==> src/rtl/pic_pkg.sv <==
package pic_pkg;
    localparam int NUM_SRC      = 64;
    localparam int BANK_W       = 32;
    localparam int NUM_BANKS    = NUM_SRC / BANK_W;
    localparam int PRIO_W       = 3;
    localparam int NIBBLE_W     = 4;
    localparam int SRC_PER_WORD = BANK_W / NIBBLE_W;
    localparam int NUM_PWORDS   = NUM_SRC / SRC_PER_WORD;
    localparam int IDX_W        = $clog2(NUM_SRC);
    localparam int FAST_LEVELS  = 2;

    // word indices (byte address / 4)
    localparam int W_FSTAT = 0;
    localparam int W_NSTAT = 2;
    localparam int W_FENT  = 4;
    localparam int W_NENT  = 5;
    localparam int W_EN    = 6;
    localparam int W_MODE  = 8;
    localparam int W_BASE  = 9;
    localparam int W_LEVEL = 12;

    typedef logic [PRIO_W-1:0] level_t;

    typedef struct packed {
        logic             valid;
        logic [IDX_W-1:0] idx;
        level_t           level;
    } winner_t;

    function automatic logic is_fast(level_t lv);
        return lv < level_t'(FAST_LEVELS);
    endfunction

    function automatic logic [31:0] entry_of(logic [31:0] base, logic [IDX_W-1:0] idx);
        return base + ((32'(idx) + 32'd1) << 2);
    endfunction
endpackage

==> src/rtl/pic_edge_det.sv <==
module pic_edge_det #(
    parameter int N = 64
) (
    input  logic         clk,
    input  logic         rst,
    input  logic [N-1:0] line_i,
    output logic [N-1:0] rise_o
);
    logic [N-1:0] meta_q, sync_q, prev_q;

    always_ff @(posedge clk) begin
        if (rst) begin
            meta_q <= '0;
            sync_q <= '0;
            prev_q <= '0;
        end else begin
            meta_q <= line_i;
            sync_q <= meta_q;
            prev_q <= sync_q;
        end
    end

    assign rise_o = sync_q & ~prev_q;
endmodule

==> src/rtl/pic_arbiter.sv <==
module pic_arbiter
    import pic_pkg::*;
#(
    parameter int N    = NUM_SRC,
    parameter bit FAST = 1'b1
) (
    input  logic                 latched_mode,
    input  logic [N-1:0]         pend_i,
    input  logic [N-1:0]         en_i,
    input  level_t [N-1:0]       level_i,
    output winner_t              win_o
);
    logic [N-1:0] eligible;

    always_comb begin
        for (int i = 0; i < N; i++) begin
            eligible[i] = pend_i[i] && (latched_mode || en_i[i]) &&
                          (is_fast(level_i[i]) == FAST);
        end
    end

    always_comb begin
        win_o = '0;
        for (int i = 0; i < N; i++) begin
            if (eligible[i] && (!win_o.valid || level_i[i] < win_o.level)) begin
                win_o.valid = 1'b1;
                win_o.idx   = IDX_W'(i);
                win_o.level = level_i[i];
            end
        end
    end
endmodule

==> src/rtl/pic_regfile.sv <==
module pic_regfile
    import pic_pkg::*;
(
    input  logic                 clk,
    input  logic                 rst,
    input  logic                 we,
    input  logic [7:0]           addr,
    input  logic [31:0]          wdata,
    input  logic [NUM_SRC-1:0]   rise_i,
    input  logic [31:0]          fast_entry_i,
    input  logic [31:0]          norm_entry_i,
    output logic [31:0]          rdata,
    output logic [NUM_SRC-1:0]   pend_q,
    output logic [NUM_SRC-1:0]   en_q,
    output level_t [NUM_SRC-1:0] level_q,
    output logic                 mode_q,
    output logic [31:0]          base_q,
    output logic [NUM_SRC-1:0]   set_vec
);
    logic [5:0]         widx;
    logic [NUM_SRC-1:0] fast_map;
    logic [NUM_SRC-1:0] clr_vec;

    assign widx = addr[7:2];

    always_comb begin
        for (int i = 0; i < NUM_SRC; i++) fast_map[i] = is_fast(level_q[i]);
    end

    always_comb begin
        clr_vec = '0;
        for (int b = 0; b < NUM_BANKS; b++) begin
            if (we && widx == 6'(W_FSTAT + b))
                clr_vec[b*BANK_W +: BANK_W] = wdata & fast_map[b*BANK_W +: BANK_W];
            if (we && widx == 6'(W_NSTAT + b))
                clr_vec[b*BANK_W +: BANK_W] = wdata & ~fast_map[b*BANK_W +: BANK_W];
        end
    end

    assign set_vec = rise_i & (mode_q ? en_q : '1);

    always_ff @(posedge clk) begin
        if (rst) begin
            pend_q <= '0;
            en_q   <= '0;
            mode_q <= 1'b0;
            base_q <= '0;
            for (int i = 0; i < NUM_SRC; i++) level_q[i] <= '1;
        end else begin
            pend_q <= (pend_q & ~clr_vec) | set_vec;
            if (we) begin
                for (int b = 0; b < NUM_BANKS; b++)
                    if (widx == 6'(W_EN + b)) en_q[b*BANK_W +: BANK_W] <= wdata;
                for (int r = 0; r < NUM_PWORDS; r++)
                    if (widx == 6'(W_LEVEL + r))
                        for (int f = 0; f < SRC_PER_WORD; f++)
                            level_q[r*SRC_PER_WORD + f] <= wdata[f*NIBBLE_W +: PRIO_W];
                if (widx == 6'(W_MODE)) mode_q <= wdata[0];
                if (widx == 6'(W_BASE)) base_q <= wdata;
            end
        end
    end

    always_comb begin
        rdata = '0;
        for (int b = 0; b < NUM_BANKS; b++) begin
            if (widx == 6'(W_FSTAT + b))
                rdata = pend_q[b*BANK_W +: BANK_W] & fast_map[b*BANK_W +: BANK_W];
            if (widx == 6'(W_NSTAT + b))
                rdata = pend_q[b*BANK_W +: BANK_W] & ~fast_map[b*BANK_W +: BANK_W];
            if (widx == 6'(W_EN + b))
                rdata = en_q[b*BANK_W +: BANK_W];
        end
        for (int r = 0; r < NUM_PWORDS; r++)
            if (widx == 6'(W_LEVEL + r))
                for (int f = 0; f < SRC_PER_WORD; f++)
                    rdata[f*NIBBLE_W +: NIBBLE_W] = {1'b0, level_q[r*SRC_PER_WORD + f]};
        if (widx == 6'(W_FENT)) rdata = fast_entry_i;
        if (widx == 6'(W_NENT)) rdata = norm_entry_i;
        if (widx == 6'(W_MODE)) rdata = {31'd0, mode_q};
        if (widx == 6'(W_BASE)) rdata = base_q;
    end
endmodule

==> src/rtl/prio_intc.sv <==
module prio_intc
    import pic_pkg::*;
(
    input  logic                clk,
    input  logic                rst,
    input  logic [NUM_SRC-1:0]  src_i,
    input  logic                bus_we,
    input  logic [7:0]          bus_addr,
    input  logic [31:0]         bus_wdata,
    output logic [31:0]         bus_rdata,
    output logic                fiq_req,
    output logic                irq_req,
    output logic [31:0]         fiq_entry,
    output logic [31:0]         irq_entry
);
    logic [NUM_SRC-1:0]   rise_vec;
    logic [NUM_SRC-1:0]   pend_q, en_q, set_vec;
    level_t [NUM_SRC-1:0] level_q;
    logic                 mode_q;
    logic [31:0]          base_q;
    winner_t              win [2];
    logic [IDX_W-1:0]     fiq_idx, irq_idx;

    pic_edge_det #(.N(NUM_SRC)) u_edge (
        .clk    (clk),
        .rst    (rst),
        .line_i (src_i),
        .rise_o (rise_vec)
    );

    pic_regfile u_regs (
        .clk          (clk),
        .rst          (rst),
        .we           (bus_we),
        .addr         (bus_addr),
        .wdata        (bus_wdata),
        .rise_i       (rise_vec),
        .fast_entry_i (fiq_entry),
        .norm_entry_i (irq_entry),
        .rdata        (bus_rdata),
        .pend_q       (pend_q),
        .en_q         (en_q),
        .level_q      (level_q),
        .mode_q       (mode_q),
        .base_q       (base_q),
        .set_vec      (set_vec)
    );

    // output 0 is the fast request, output 1 the normal request
    for (genvar g = 0; g < 2; g++) begin : g_arb
        pic_arbiter #(.N(NUM_SRC), .FAST(g == 0)) u_arb (
            .latched_mode (mode_q),
            .pend_i       (pend_q),
            .en_i         (en_q),
            .level_i      (level_q),
            .win_o        (win[g])
        );
    end

    assign fiq_req   = win[0].valid;
    assign irq_req   = win[1].valid;
    assign fiq_idx   = win[0].idx;
    assign irq_idx   = win[1].idx;
    assign fiq_entry = win[0].valid ? entry_of(base_q, win[0].idx) : 32'd0;
    assign irq_entry = win[1].valid ? entry_of(base_q, win[1].idx) : 32'd0;
endmodule

==> config.mk <==
export PLATFORM = sky130hd
export DESIGN_NAME = prio_intc
export DESIGN_NICKNAME = d
export VERILOG_FILES = /design/src/rtl/pic_pkg.sv /design/src/rtl/pic_edge_det.sv /design/src/rtl/pic_arbiter.sv /design/src/rtl/pic_regfile.sv /design/src/rtl/prio_intc.sv
export SDC_FILE = /design/constraint.sdc
export NUM_CORES = 2
export LEC_CHECK = 0
export BUFFER_PORTS_ARGS = -buffer_cell sky130_fd_sc_hd__buf_2
export CORE_AREA = 2 2 260 262
export DETAILED_ROUTE_END_ITERATION = 7
export DIE_AREA = 0 0 262 264
export PLACE_DENSITY = 0.78
export SYNTH_ARGS = -nofsm -noshare
export SYNTH_HDL_FRONTEND = slang
export SYNTH_SLANG_ARGS = --single-unit
==> constraint.sdc <==
create_clock -name clk -period 217.8 [get_ports clk]
set_clock_uncertainty 0.15 [all_clocks]
set_input_delay 10.89 -clock clk [delete_from_list [all_inputs] [get_ports clk]]
set_output_delay 10.89 -clock clk [all_outputs]
set_load 0.01 [all_outputs]
Word-level counts from Yosys, hierarchy flattened
Cells that the tools add are included.

storage, ports and cells
  output and inout bits = 98
  ROM bits = 0
  memories = 0
  latch bits = 0
  register bits = 545
  word-level logic and storage cells = 1167
  bits in writable memories = 0

operators by class
  muxes and demuxes = 153
  equal/unequal tests = 17
  reduce and logical (&&, ||, !) cells = 651
  add/subtract/negate cells = 4
  shifts and indexed selects = 0
  div/mod/pow operators = 0
  bitwise logic cells = 80
  magnitude comparators = 190
  multiply operators = 0

operators by type and width
  cell                   count
  $mux W10               128
  $mux W32               24
  $lt A3 B3 Y1           126
  $logic_and A1 B1 Y1    322
  $and A32 B32 Y32       8
  $and A64 B64 Y64       3
  $lt A3 B2 Y1 const B   64
  $logic_or A1 B1 Y1     190
  $not A64 Y64           2
  $logic_not A1 Y1       126
  $add A32 B9 Y32        2
  $mux W64               1
  $not A1 Y1             64
  $not A32 Y32           2
  $or A64 B64 Y64        1
  $eq A6 B4 Y1 const B   6
  $eq A6 B3 Y1 const B   4
  $eq A6 B5 Y1 const B   4
  $reduce_and A2 Y1      12
  $add A6 B1 Y7 const B  2
  $eq A6 B2 Y1 const B   2
  $eq A6 B1 Y1 const B   1
  $logic_not A6 Y1       1

Longest topological paths before layout
  word-level depth = 263
  depth in mapped cells = 479
  gate-level depth less buffers = 470

Modules after synthesis
Synthesis repeated with hierarchy kept, for this count alone.

second synthesis, totals
  cell total of the unflattened synthesis = 6171
  area, all modules = 44124.8 sq um

by module, submodules not included
  module                         instances  cells an instance  area each (sq um)  sequential area each (sq um)
  pic_regfile                    1          2594               18914.4            7066.8
  pic_arbiter at g_arb[1].u_arb  1          1894               11990.2            0.0
  pic_edge_det                   1          469                5549.1             3843.7
  pic_arbiter at g_arb[0].u_arb  1          867                5273.8             0.0
  prio_intc                      1          347                2397.3             0.0

Least setup slack after synthesis
OpenSTA, ideal clock, no wires.

  kind = reg2out
  start point = register u_regs.mode_q
  end point = output port bus_rdata[19]
  arrival = 74.998 ns
  stages on the path, launching flop included = 453
  required time = 206.760 ns
  path buffers = 11
  path slack = 131.762 ns
  cells stage by stage = dfxtp_1 > buf_4 > o21a_1 > nand2_1 > ha_1 > a21oi_1 > nor3b_1 > o21a_1 > nand2_1 > o21ai_0 > inv_1 > ha_1 > a21oi_1 > nand2_1 > o41ai_2 > nand2_1 > o21ai_0 > inv_1 > [... 417 more ...] > o21ai_2 > nor2_1 > nand2_1 > ha_1 > ha_1 > a21o_1 > a21oi_1 > nor2b_1 > o21ai_0 > nand2b_1 > a21o_1 > a21oi_1 > nor2_1 > and3_1 > xnor2_1 > nor2_1 > nor2_1 > nor3_1

on the way
  elaborated cells on any way between the ends = 898

RTL lines
  item                                              line               RTL
  start, declared                                   pic_regfile.sv:16  output logic mode_q,
  start signal, assigned                            pic_regfile.sv:58  if (widx == 6'(W_MODE)) mode_q <= wdata[0];
  $logic_or A1 B1 Y1                                pic_arbiter.sv:17  eligible[i] = pend_i[i] && (latched_mode || en_i[i]) &&
  $logic_and A1 B1 Y1 (2 in series)                 pic_arbiter.sv:17
  $mux W10                                          pic_arbiter.sv:25  if (eligible[i] && (!win_o.valid || level_i[i] < win_o.level)) begin
  $lt A3 B3 Y1 or $logic_not A1 Y1 (tied branches)  pic_arbiter.sv:25
  $logic_or A1 B1 Y1                                pic_arbiter.sv:25
  $logic_and A1 B1 Y1                               pic_arbiter.sv:25
  $mux W10                                          pic_arbiter.sv:25
  $lt A3 B3 Y1 or $logic_not A1 Y1 (tied branches)  pic_arbiter.sv:25
  [... 246 more ...]                                -
  $mux W10 (*)                                      pic_arbiter.sv:25
  $add A6 B1 Y7                                     pic_pkg.sv:35      return base + ((32'(idx) + 32'd1) << 2);
  $add A32 B9 Y32                                   pic_pkg.sv:35
  $mux W32 (*)                                      prio_intc.sv:65    assign irq_entry = win[1].valid ? entry_of(base_q, win[1].idx) : 32'd0;
  named net irq_entry[19]                           prio_intc.sv:14    output logic [31:0] irq_entry
  $mux W32 (*)                                      pic_regfile.sv:79  if (widx == 6'(W_NENT)) rdata = norm_entry_i;
  $mux W32 (*)                                      pic_regfile.sv:80  if (widx == 6'(W_MODE)) rdata = {31'd0, mode_q};
  $mux W32 (*)                                      pic_regfile.sv:81  if (widx == 6'(W_BASE)) rdata = base_q;
  end, declared                                     prio_intc.sv:10    output logic [31:0] bus_rdata,

The timed path passes the listed nets; every way through them passes the cells marked *.

Final worst setup path
  start point = register u_regs.mode_q
  end point = output port bus_rdata[19]

on the way
  word-level cells in the longest chain between the ends = 263
  elaborated cells on any way between the ends = 898

RTL lines
  item                                              line               RTL
  $logic_or A1 B1 Y1                                pic_arbiter.sv:17
  $logic_and A1 B1 Y1 (2 in series)                 pic_arbiter.sv:17
  $mux W10                                          pic_arbiter.sv:25
  $lt A3 B3 Y1 or $logic_not A1 Y1 (tied branches)  pic_arbiter.sv:25
  $logic_or A1 B1 Y1                                pic_arbiter.sv:25
  $logic_and A1 B1 Y1                               pic_arbiter.sv:25
  $mux W10                                          pic_arbiter.sv:25
  $lt A3 B3 Y1 or $logic_not A1 Y1 (tied branches)  pic_arbiter.sv:25
  [... 246 more ...]                                -
  $mux W10                                          pic_arbiter.sv:25
  $add A6 B1 Y7                                     pic_pkg.sv:35
  $add A32 B9 Y32                                   pic_pkg.sv:35
  $mux W32                                          prio_intc.sv:64    assign fiq_entry = win[0].valid ? entry_of(base_q, win[0].idx) : 32'd0;
  $mux W32                                          pic_regfile.sv:78  if (widx == 6'(W_FENT)) rdata = fast_entry_i;
  $mux W32 (*)                                      pic_regfile.sv:79
  $mux W32 (*)                                      pic_regfile.sv:80
  $mux W32 (*)                                      pic_regfile.sv:81

Mark *: on every way between the ends. The rest lies on a longest branch, timed or not.

==> qor.log <==
[synthesis] area of the mapped netlist 0.03938 mm2
[drt] number of vias per cell after detailed routing 6.763
[synthesis] largest area contributor in the synthesized netlist sky130_fd_sc_hd__dfxtp_1
[drt] First-pass DRT Iterations 7
[timing] Total Negative Setup Slacks 0 ns
[worst_setup_path] data required time at the worst endpoint 206.76 ns
[worst_setup_path] CP Capture Type output pin
[clock_tree] clock tree from TritonCTS built
[layout] Layout Nets 5778
[worst_setup_path] maximum fanout along the worst path 46
[timing] actual slew at the worst max-slew pin 1.441 ns
[clock_tree] cts repair resizes 0
[synthesis] proportion of netlist area held by the largest area contributor 27.70%
[drt] Starting DRT DRC Count 7009
[clock_tree] Clock Tree Root sky130_fd_sc_hd__clkbuf_16
[clock_tree] CTS Hold Buffers Added 0
[hold_path] hold depth 1
[placed_design] DP HPWL 122900 um
[power_and_ir_drop] leakage dissipation 0.01721 uW
[timing] number of hold-slack violations in the final timing report 0
[floorplanning] number of rows in the core area 95
[clock_tree] clk sink count 545
[timing] count of pins over their slew limit 0
[timing] fin worst setup slack 118.40 ns
[power_and_ir_drop] areal power density over the cells 5.293 mW/mm2
[layout] Final Util 63.92%
[synthesis] average cell area after synthesis 7.045 um2
[clock_tree] TritonCTS Buffers 55
[placed_design] DP Worst Slack 120.67 ns
[clock_tree] maximum buffer depth of the clock tree 3
[synthesis] main area contributors after synthesis sky130_fd_sc_hd__dfxtp_1, sky130_fd_sc_hd__nand2_1, sky130_fd_sc_hd__a21oi_1
[global_routing] pin count of the biggest net entering global routing 172
[worst_setup_path] CP arrival 88.36 ns
[run_status] status completed
[drt] via count of the routed design 43950
[global_routing] met3 capacity usage during global routing 13.17%
[drt] DRC viols 0
[global_routing] vias in the first global route 39050
[timing] setup repair after global routing missed its margin no
[floorplanning] die outline area 0.06917 mm2
[layout] area overhead of the layout relative to synthesis 8.048%
[clock_tree] Skew-Pair Late Insertion Delay 0.67 ns
[drt] average routed wire per standard cell 25.46 um
[worst_setup_path] category of the most critical setup path flip-flop to output pin
[power_and_ir_drop] relative contribution of the clock network to total power 44.5%
[synthesis] share of flip-flops with an asynchronous set or reset after synthesis 0%
[placed_design] Routability Congestion 1.081
[layout] fraction of layout cells with a size suffix above 1 9.104%
[timing] final worst path period need 99.40 ns
[global_routing] total congestion overflow after global routing 0
[power_and_ir_drop] net switching power figure 60.48 uW
[clock_tree] # Post-CTS Setup Buffers 0
[power_and_ir_drop] internal power summed over all cells 164.7 uW
[worst_setup_path] most frequent CP cell sky130_fd_sc_hd__ha_1
[clock_tree] H-tree depth 2
[synthesis] prevailing post-synth register cell sky130_fd_sc_hd__dfxtp_1
[placed_design] Port Buf Inserts 202
[timing] Final setup violation count 0
[layout] Finished Layout Cells 6498
[global_routing] GRT Overall Usage 46.13%
[power_and_ir_drop] part of the power in combinational logic 9.2%
[floorplanning] Initial Utilization 59.16%
[floorplanning] I/O pin total 205
[layout] post-layout instance area 0.04255 mm2
[synthesis] count of flip-flops with a built-in enable after synthesis 0
[hold_path] worst hold path type flip-flop to flip-flop
[floorplanning] Die Span X 262 um
[power_and_ir_drop] switching portion of total power 26.85%
[drt] routed wire length 165500 um
[synthesis] yosys synthesis warning count 0
[drt] remaining number of nets flagged by the antenna check after routing 0
[timing] Max Clk Rate 0.01006 GHz
[timing] crit share post-route 45.64%
[flow_run] max_cap viols 0
[timing] headroom to the max-slew limit 2.950%
[synthesis] unique cell type count in the Yosys netlist 122
[placed_design] total cell area at the placement stage 0.04059 mm2
[worst_setup_path] Worst setup SP type flip-flop
[global_routing] met1 Use GR 59.78%
[synthesis] Yosys reg bits 545
[worst_setup_path] number of cell instances on the worst register-to-register path 6
[worst_setup_path] stage delay of the slowest cell on the critical path 0.66 ns
[worst_setup_path] Crit-path slowest cell sky130_fd_sc_hd__dfxtp_4
[placed_design] Cell Count Post-Placement 6383
[power_and_ir_drop] relative contribution of sequential cells to total power 46.3%
[floorplanning] die extent in y 264 um
[global_routing] initial antenna violation count 11
[synthesis] synthesized instance count 5590
[synthesis] part of the Yosys area used for sequential elements 27.70%
[clock_tree] CTS clock-pin slew for the worst setup and hold paths 0.07 ns
[power_and_ir_drop] maximum resistive drop on vdd 0.01018 mV
[global_routing] global routing's busiest layer met2
[global_routing] global-route wire length before repair 242900 um
[global_routing] met2 global-route usage 66.26%
[floorplanning] total core area 0.06656 mm2
## cell type report
cell class	count	area [um2]
flip-flops and latches	545	10910
clock inverters	25	311.5
well taps	873	1092
diodes	12	30.03
inverters	153	574.3
repair buffers	240	1321
fillers	6077	24010
clock buffers	77	1610
multi-input cells	4573	26700
## synth_stat cells (20+ instances only)
| cell | n |
|---|---|
| sky130_fd_sc_hd__nor3b_1 | 67 |
| sky130_fd_sc_hd__nand3b_1 | 74 |
| sky130_fd_sc_hd__clkbuf_1 | 291 |
| sky130_fd_sc_hd__ha_1 | 101 |
| sky130_fd_sc_hd__nand3_1 | 246 |
| sky130_fd_sc_hd__a21oi_1 | 434 |
| sky130_fd_sc_hd__a31oi_1 | 63 |
| sky130_fd_sc_hd__dfxtp_1 | 545 |
| sky130_fd_sc_hd__a21o_1 | 85 |
| sky130_fd_sc_hd__o22ai_1 | 48 |
| sky130_fd_sc_hd__nor2b_1 | 302 |
| sky130_fd_sc_hd__o21ai_0 | 352 |
| sky130_fd_sc_hd__o221ai_1 | 25 |
| sky130_fd_sc_hd__buf_1 | 21 |
| sky130_fd_sc_hd__a211oi_1 | 32 |
| sky130_fd_sc_hd__nand2_1 | 937 |
| sky130_fd_sc_hd__mux2i_1 | 79 |
| sky130_fd_sc_hd__nor2_1 | 553 |
| sky130_fd_sc_hd__nand4_1 | 27 |
| sky130_fd_sc_hd__or3_1 | 27 |
| sky130_fd_sc_hd__a211o_1 | 57 |
| sky130_fd_sc_hd__nor3_1 | 96 |
| sky130_fd_sc_hd__o211ai_1 | 50 |
| sky130_fd_sc_hd__and2_1 | 62 |
| sky130_fd_sc_hd__a22oi_1 | 48 |
| sky130_fd_sc_hd__xor2_1 | 23 |
| sky130_fd_sc_hd__o31ai_1 | 33 |
| sky130_fd_sc_hd__or2_2 | 60 |
| sky130_fd_sc_hd__xnor2_1 | 35 |
| sky130_fd_sc_hd__nand2b_1 | 81 |
| sky130_fd_sc_hd__o21ai_1 | 20 |
| sky130_fd_sc_hd__mux2_2 | 20 |
| sky130_fd_sc_hd__and3_1 | 63 |
| sky130_fd_sc_hd__a221o_1 | 28 |
| sky130_fd_sc_hd__inv_1 | 150 |
| sky130_fd_sc_hd__o21a_1 | 72 |
## metrics by stage
stage	power [uW]	hold slack (ns)
2_1_floorplan	118.1	0.2638
3_3_place_gp	125.6	0.2644
3_5_place_dp	125.9	0.2704
4_1_cts	223.4	0.2589
5_1_grt	229.7	0.2755
6_report	225.2	0.2563
## layout by cell type (no fill, tap or decap), types with 72 or more instances in the layout
cell type,Yosys,final
sky130_fd_sc_hd__a21o_1,85,85
sky130_fd_sc_hd__a21oi_1,434,434
sky130_fd_sc_hd__buf_2,13,200
sky130_fd_sc_hd__dfxtp_1,545,544
sky130_fd_sc_hd__ha_1,101,101
sky130_fd_sc_hd__inv_1,150,150
sky130_fd_sc_hd__mux2i_1,79,79
sky130_fd_sc_hd__nand2_1,937,937
sky130_fd_sc_hd__nand2b_1,81,81
sky130_fd_sc_hd__nand3_1,246,246
sky130_fd_sc_hd__nand3b_1,74,74
sky130_fd_sc_hd__nor2_1,553,545
sky130_fd_sc_hd__nor2b_1,302,302
sky130_fd_sc_hd__nor3_1,96,93
sky130_fd_sc_hd__o21a_1,72,72
sky130_fd_sc_hd__o21ai_0,352,350
## state kept, by name, summed over array words and instances (netlist names)
signal	cells
u_edge.meta_q	64
u_edge.prev_q	64
u_edge.sync_q	64
u_regs.base_q	32
u_regs.en_q	64
u_regs.level_q	192
u_regs.mode_q	1
u_regs.pend_q	64
## critical path, delay by kind of cell, from the launching register on
kind                       cells  cell delay [ns]
AOI/OAI and AO/OA            178            38.43
xor gates and xnor gates       2             0.33
adders and majority gates     64            16.06
buffers and inverters         43             3.07
DFF                            1             0.66
muxes                         30             8.31
and+or+nand+nor              127            20.67
## layer usage
metal	wire, um	up-vias
li1	-	19900
met4	14110	6
met1	61560	20380
met3	22990	653
met2	66760	3012
met5	41	-
## kinds of logic after synthesis
family                     synth area share, %
and+or+nand+nor                          32.34
AOI/OAI and AO/OA                        27.32
DFF                                      27.70
buffers and inverters                    4.750
adders and majority gates                3.673
muxes                                    2.910
xor gates and xnor gates                 1.290
other                                 0.009522
## worst paths after layout
check / from / endpoint / slack [ns]
worst max register to register: u_regs.mode_q / u_regs.pend_q[37] / 215.20
worst min register to register: u_edge.meta_q[10] / u_edge.sync_q[10] / 0.26
worst min-delay path: u_edge.meta_q[10] / u_edge.sync_q[10] / 0.26
worst max-delay path: u_regs.mode_q / bus_rdata[19] / 118.40
## power by group through the flow
stage               registers (uW)  logic (uW)  clock network (uW)
finish                         104        20.7                 100
global route                   104        21.8                 104
CTS                            104        19.8                99.6
detailed placement             106        19.6                   0
global placement               106        19.4                   0
floorplan                      105        13.0                   0
Power figures use the tool's default switching activity.
